File: config.mk
export PLATFORM = sky130hd
export DESIGN_NAME = cond_sum_adder
export DESIGN_NICKNAME = d
export VERILOG_FILES = /design/src/rtl/csa_pkg.sv /design/src/rtl/csa_full_adder.sv /design/src/rtl/csa_select_mux.sv /design/src/rtl/csa_node.sv /design/src/rtl/cond_sum_adder.sv
export SDC_FILE = /design/constraint.sdc
export NUM_CORES = 1
export LEC_CHECK = 0
export ABC_AREA = 1
export BUFFER_PORTS_ARGS = -buffer_cell sky130_fd_sc_hd__buf_2
export CAP_MARGIN = 30
export CELL_PAD_IN_SITES_DETAIL_PLACEMENT = 1
export CELL_PAD_IN_SITES_GLOBAL_PLACEMENT = 1
export CORE_ASPECT_RATIO = 0.7
export CORE_MARGIN = 2
export CORE_UTILIZATION = 36
export DETAILED_ROUTE_END_ITERATION = 8
export PLACE_DENSITY = 0.87
export RECOVER_POWER = 100
export SYNTH_ARGS = -nofsm -noshare
export SYNTH_HDL_FRONTEND = slang
export SYNTH_SLANG_ARGS = --single-unit
File: constraint.sdc
create_clock -name vclk -period 3.4
set_input_delay 0.68 -clock vclk [all_inputs]
set_output_delay 0.68 -clock vclk [all_outputs]
set_load 0.005 [all_outputs]
File: src/rtl/csa_pkg.sv
`timescale 1ns/1ps
package csa_pkg;
  // width legality test used at elaboration time
  function automatic bit is_pow2(input int unsigned v);
    return (v != 0) && ((v & (v - 1)) == 0);
  endfunction
endpackage

File: src/rtl/csa_full_adder.sv
`timescale 1ns/1ps
module csa_full_adder (
  input  logic x,
  input  logic y,
  input  logic ci,
  output logic s,
  output logic co
);
  assign s  = x ^ y ^ ci;
  assign co = (x & y) | (ci & (x ^ y));

  always_comb begin
    // leaf result must match the arithmetic count of ones
    a_r5_leaf_exact: assert ({co, s} == (2'(x) + 2'(y) + 2'(ci)))
      else $error("leaf adder mismatch");
  end
endmodule

File: src/rtl/csa_select_mux.sv
`timescale 1ns/1ps
module csa_select_mux #(
  parameter int unsigned W = 2
) (
  input  logic         pick_one,
  input  logic [W-1:0] when_zero,
  input  logic [W-1:0] when_one,
  output logic [W-1:0] chosen
);
  assign chosen = pick_one ? when_one : when_zero;
endmodule

File: src/rtl/csa_node.sv
`timescale 1ns/1ps
module csa_node #(
  parameter int unsigned W = 32
) (
  input  logic [W-1:0] x,
  input  logic [W-1:0] y,
  input  logic         ci,
  output logic [W-1:0] s,
  output logic         co
);
  generate
    if (W == 1) begin : g_leaf
      csa_full_adder u_fa (
        .x(x[0]), .y(y[0]), .ci(ci), .s(s[0]), .co(co)
      );
    end else begin : g_split
      localparam int unsigned H = W / 2;

      logic [H-1:0] lo_s;
      logic         lo_c;
      logic [H-1:0] hz_s, ho_s;
      logic         hz_c, ho_c;
      logic [H:0]   hi_pick;

      csa_node #(.W(H)) u_lo (
        .x(x[H-1:0]), .y(y[H-1:0]), .ci(ci), .s(lo_s), .co(lo_c)
      );
      csa_node #(.W(H)) u_hi_zero (
        .x(x[W-1:H]), .y(y[W-1:H]), .ci(1'b0), .s(hz_s), .co(hz_c)
      );
      csa_node #(.W(H)) u_hi_one (
        .x(x[W-1:H]), .y(y[W-1:H]), .ci(1'b1), .s(ho_s), .co(ho_c)
      );
      csa_select_mux #(.W(H + 1)) u_pick (
        .pick_one (lo_c),
        .when_zero({hz_c, hz_s}),
        .when_one ({ho_c, ho_s}),
        .chosen   (hi_pick)
      );

      assign s  = {hi_pick[H-1:0], lo_s};
      assign co = hi_pick[H];

      logic [H:0] lo_ref;
      logic [W:0] all_ref;
      always_comb begin
        lo_ref  = {1'b0, x[H-1:0]} + {1'b0, y[H-1:0]} + {{H{1'b0}}, ci};
        all_ref = {1'b0, x} + {1'b0, y} + {{W{1'b0}}, ci};
        // low half driven by real carry-in only
        a_r2_low_half: assert ({lo_c, lo_s} == lo_ref)
          else $error("low half mismatch");
        // carry-one copy is exactly one above carry-zero copy
        a_r3_pair_step: assert ({ho_c, ho_s} == ({hz_c, hz_s} + (H+1)'(1)))
          else $error("upper pair inconsistent");
        // selected upper result joined to low half gives full sum
        a_r4_join: assert ({co, s} == all_ref)
          else $error("joined result mismatch");
      end
    end
  endgenerate
endmodule

File: src/rtl/cond_sum_adder.sv
`timescale 1ns/1ps
module cond_sum_adder #(
  parameter int unsigned WIDTH = 32
) (
  input  logic [WIDTH-1:0] a,
  input  logic [WIDTH-1:0] b,
  input  logic             cin,
  output logic [WIDTH-1:0] sum,
  output logic             cout
);
  // refuse widths that cannot be halved down to one bit
  generate
    if (!csa_pkg::is_pow2(WIDTH)) begin : g_bad_width
      $error("cond_sum_adder: WIDTH must be a power of two");
    end
  endgenerate

  csa_node #(.W(WIDTH)) u_root (
    .x(a), .y(b), .ci(cin), .s(sum), .co(cout)
  );

  always_comb begin
    // all-ones operands plus carry give all-ones with carry-out
    if ((&a) && (&b) && cin) begin
      a_r8_all_ones: assert ((&sum) && cout)
        else $error("all-ones case wrong");
    end
    // carry ripples across the whole width
    if ((&a) && (b == '0) && cin) begin
      a_r9_full_ripple: assert ((sum == '0) && cout)
        else $error("full ripple case wrong");
    end
  end
endmodule

# Word level (Yosys, flattened, before mapping)
# Index checks and enable logic that the tools add are counted.
dict set report word_totals {
  ff_bits 0
  in_bits 65
}
dict set report op_classes {
  n_mux 57
  n_bitwise 129
}
# op count
set op_table {}
lappend op_table {{2-bit 2-to-1 mux} 31}
lappend op_table {{3-bit 2-to-1 mux} 15}
lappend op_table {{5-bit 2-to-1 mux} 7}
lappend op_table {{1-bit bitwise AND} 33}
lappend op_table {{1-bit XOR} 33}
lappend op_table {{1-bit bitwise OR} 32}
lappend op_table {{1-bit inverter} 31}
lappend op_table {{9-bit 2-to-1 mux} 3}
lappend op_table {{17-bit 2-to-1 mux} 1}

# Longest topological paths before layout
dict set report logic_depth {
  word_depth 8
  mapped_depth 15
  depth_no_buf 14
}

# Hierarchy
# A second synthesis with hierarchy kept.
dict set report hier_totals {
  hier_cells 1689
  area_unflattened_um2 10667.7
}
# module area_per_inst_um2 n_inst cells_each seq_area_each_um2
set by_module_without_submodules {}
lappend by_module_without_submodules {csa_full_adder 20.0 243 1 0.0}
lappend by_module_without_submodules {{csa_select_mux at u_root.g_split.u_hi_one.g_split.u_hi_one.g_split.u_hi_one.g_split.u_hi_one.g_split.u_pick ...} 26.3 81 7 0.0}
lappend by_module_without_submodules {{csa_node at u_root.g_split.u_hi_one.g_split.u_hi_one.g_split.u_hi_one.g_split.u_hi_one ...} 15.0 81 3 0.0}
lappend by_module_without_submodules {{csa_select_mux at u_root.g_split.u_hi_one.g_split.u_hi_one.g_split.u_hi_one.g_split.u_pick ...} 37.5 27 10 0.0}
lappend by_module_without_submodules {{csa_select_mux at u_root.g_split.u_hi_one.g_split.u_hi_one.g_split.u_pick ...} 60.1 9 16 0.0}
lappend by_module_without_submodules {{csa_select_mux at u_root.g_split.u_hi_one.g_split.u_pick ...} 116.4 3 29 0.0}
lappend by_module_without_submodules {{csa_node at u_root ...} 7.5 40 2 0.0}
lappend by_module_without_submodules {{csa_select_mux at u_root.g_split.u_pick} 255.2 1 55 0.0}

# Worst setup path before layout
# Ideal clock, no wire load.
dict set report synth_path {
  path_kind {in2out}
  from {input a[0]}
  to {output sum[24]}
  cell_stages 12
  path_slack_ns 0.386
  arrival_ns 2.334
  path_cell_list {inv_1 fa_1 o21ai_2 nand2_1 o21ai_2 nand2_2 nand2_4 nand2_8 nand2_8 buf_12 nand2_2 nand2_1}
}
dict set report synth_via {
  elab_chain_cells 8
}
# element line_no
set synth_lines {}
lappend synth_lines {{from (decl)} cond_sum_adder.sv:5} ;# input logic [WIDTH-1:0] a,
lappend synth_lines {{1-bit XOR} csa_full_adder.sv:10} ;# assign co = (x & y) | (ci & (x ^ y));
lappend synth_lines {{1-bit bitwise AND} csa_full_adder.sv:10}
lappend synth_lines {{1-bit bitwise OR *} csa_full_adder.sv:10}
lappend synth_lines {{2-bit 2-to-1 mux *} csa_select_mux.sv:10} ;# assign chosen = pick_one ? when_one : when_zero;
lappend synth_lines {{3-bit 2-to-1 mux *} csa_select_mux.sv:10}
lappend synth_lines {{5-bit 2-to-1 mux *} csa_select_mux.sv:10}
lappend synth_lines {{9-bit 2-to-1 mux *} csa_select_mux.sv:10}
lappend synth_lines {{17-bit 2-to-1 mux *} csa_select_mux.sv:10}
lappend synth_lines {{to (decl)} cond_sum_adder.sv:8} ;# output logic [WIDTH-1:0] sum,
# Every way passes the cells marked *; elsewhere a longest branch is shown, timed or not.

# Worst setup path in the final report
dict set report layout_path {
  from {input a[0]}
  to {output sum[20]}
}
# Same word-level chain as after synthesis.

==> flow_summary.yaml <==
outcome:
  status: "complete, no violations"
sta:
  post-route-period-util: 0.9366
  max_freq_mhz: 314.0
  drv_slew: 0
  setup_viol: 0
  hold_ws_ns: 1.809
  tns_ns: 0
  max-slew-margin-rel: 0.6921
  tightestPinTransition_ns: 0.4587
  period_minus_slack_ns: 3.185
  hold_viol: 0
cells_and_area:
  seq_area_um2: 0
  flops_and_latches: 0
  final_cell_area_mm2: 0.004113
  stdcell_count: 882
  syn_to_final_growth_pct: 19.35
  diodes: 0
  nClkBuffers: 0
  drive_above_1_share: 0.1557
  nets: 888
worst_setup_path:
  arrival_ns: 2.50
  cp-end-kind: "primary output"
  critPathRequiredTime_ns: 2.72
  critPathMaxFanout: 17
  critPathKind: "in2out"
  start_kind: "input port"
die:
  die_area_mm2: 0.01038
  die_y_um: 85.86
  die_w_um: 120.9
  floorplan.rows: 29
  core_mm2: 0.009180
  ios: 98
  start_util: 0.3754
min_path:
  hp-class: "in2out"
placement:
  dp.cells: 882
  io_buffers: 98
  gp_congestion: 0.8506
  hpwlAfterDp_um: 9678
  dpl-instance-area_mm2: 0.004126
drt:
  wl_per_cell_um: 12.20
  first_pass_iters: 4
  wl_um: 10760
  ant_nets: 0
  drt_iter0_drc: 112
  drcViolationCount: 0
  via_count: 4202
  viasPerCell: 4.764
grt:
  grt_usage: 0.2085
  grt_pass1_vias: 4354
  grt_pass1_wl_um: 18470
  grt_max_degree: 18
  antenna_found_initial: 0
  grt-ovfl-total: 0
power_and_ir_drop:
  finalPower_mw: 0.9206
  peakVddDrop_uv: 77.28
  p_leak_nw: 2.716
  p_per_area_mw_per_mm2: 223.8
yosys:
  synthTopCellsByArea: "nand2_1 (35%), ha_1 (23%), inv_1 (12%)"
  synth_top_area_frac: 0.3453
  synth_nets: 782
  synth_top_area_cell: "nand2_1"
  synth_most_common_cell: "nand2_1"
  syn_area_mm2: 0.003446
  synth_commonest_cells: "nand2_1 (317), inv_1 (109), ha_1 (62)"
  seq_area_frac_synth: 0
  synthCells: 654
  ys_types: 20
  synth_warnings: 0
  postSynthAreaPerCell_um2: 5.269
cts:
  holdBufCountCts: 0
flow_run:
  drv_cap: 0
path summary, 6_finish.rpt:
kind	cells past startpoint	end	slack, ns	from
hold / removal	5	sum[5]	1.81	b[5]
setup / recovery	14	sum[20]	0.22	a[0]
through the flow:
stage | setup WS, ns | util
floorplan | 0.3864 | -
global placement | 0.1205 | 0.4495
detailed placement | 0.006068 | 0.4495
CTS | 0.09147 | 0.4498
global route | -0.003056 | 0.4480
finish | 0.2154 | 0.4480
worst max-delay path, cell delays in order:
cell     delay [ns]
buf_2          0.07
inv_1          0.05
fa_2           0.43
o21ai_4        0.22
inv_1          0.07
nand2_1        0.06
nand2_1        0.10
nand2_1        0.12
nand2_4        0.10
nand2_4        0.15
nand2_8        0.14
nand2_1        0.10
nand2_1        0.08
buf_2          0.13
placed cells by master (no fill, tap or decap), drive strengths merged:
cell type,instances
clkbuf,15
inv,109
fa,1
o21a,1
or2,1
nand3b,1
nand3,9
nand2,337
xor2,22
ha,62
buf,92
xnor2,23
nor2,30
o21ai,55
cell families after synthesis:
| logic type | synth area share |
|---|---|
| and+or+nand+nor | 0.4423 |
| buffers and inverters | 0.1282 |
| adders and majority gates | 0.2309 |
| AOI/OAI and AO/OA | 0.08424 |
| xor gates and xnor gates | 0.1144 |
power breakdown:
group | internal, mW | total [mW] | switching [mW]
clock network | 0 | 0 | 0
logic | 0.352 | 0.921 | 0.568
registers | 0 | 0 | 0
layer usage:
metal / share of wire / track usage / vias to the layer above
met5: 0 / 0 / -
met3: 0.032 / 0.003989 / 10
met4: 0.0073 / 0.02114 / 0
met1: 0.47 / 0.2667 / 1953
li1: - / - / 2163
met2: 0.49 / 0.4030 / 76
timing repair:
action,in CTS,in global routing
resized for setup,1,10
setup endpoints to repair,1,17
buffers inserted,0,0
final cells by class:
| cell class | instances | area, um^2 |
|---|---|---|
| Multi-Input combinational cell | 542 | 3012 |
| Inverter | 109 | 409.1 |
| Tap cell | 124 | 155.1 |
| Timing Repair Buffer | 107 | 536.8 |
| Fill cell | 1412 | 5067 |
(Power assumes the default switching activity.)
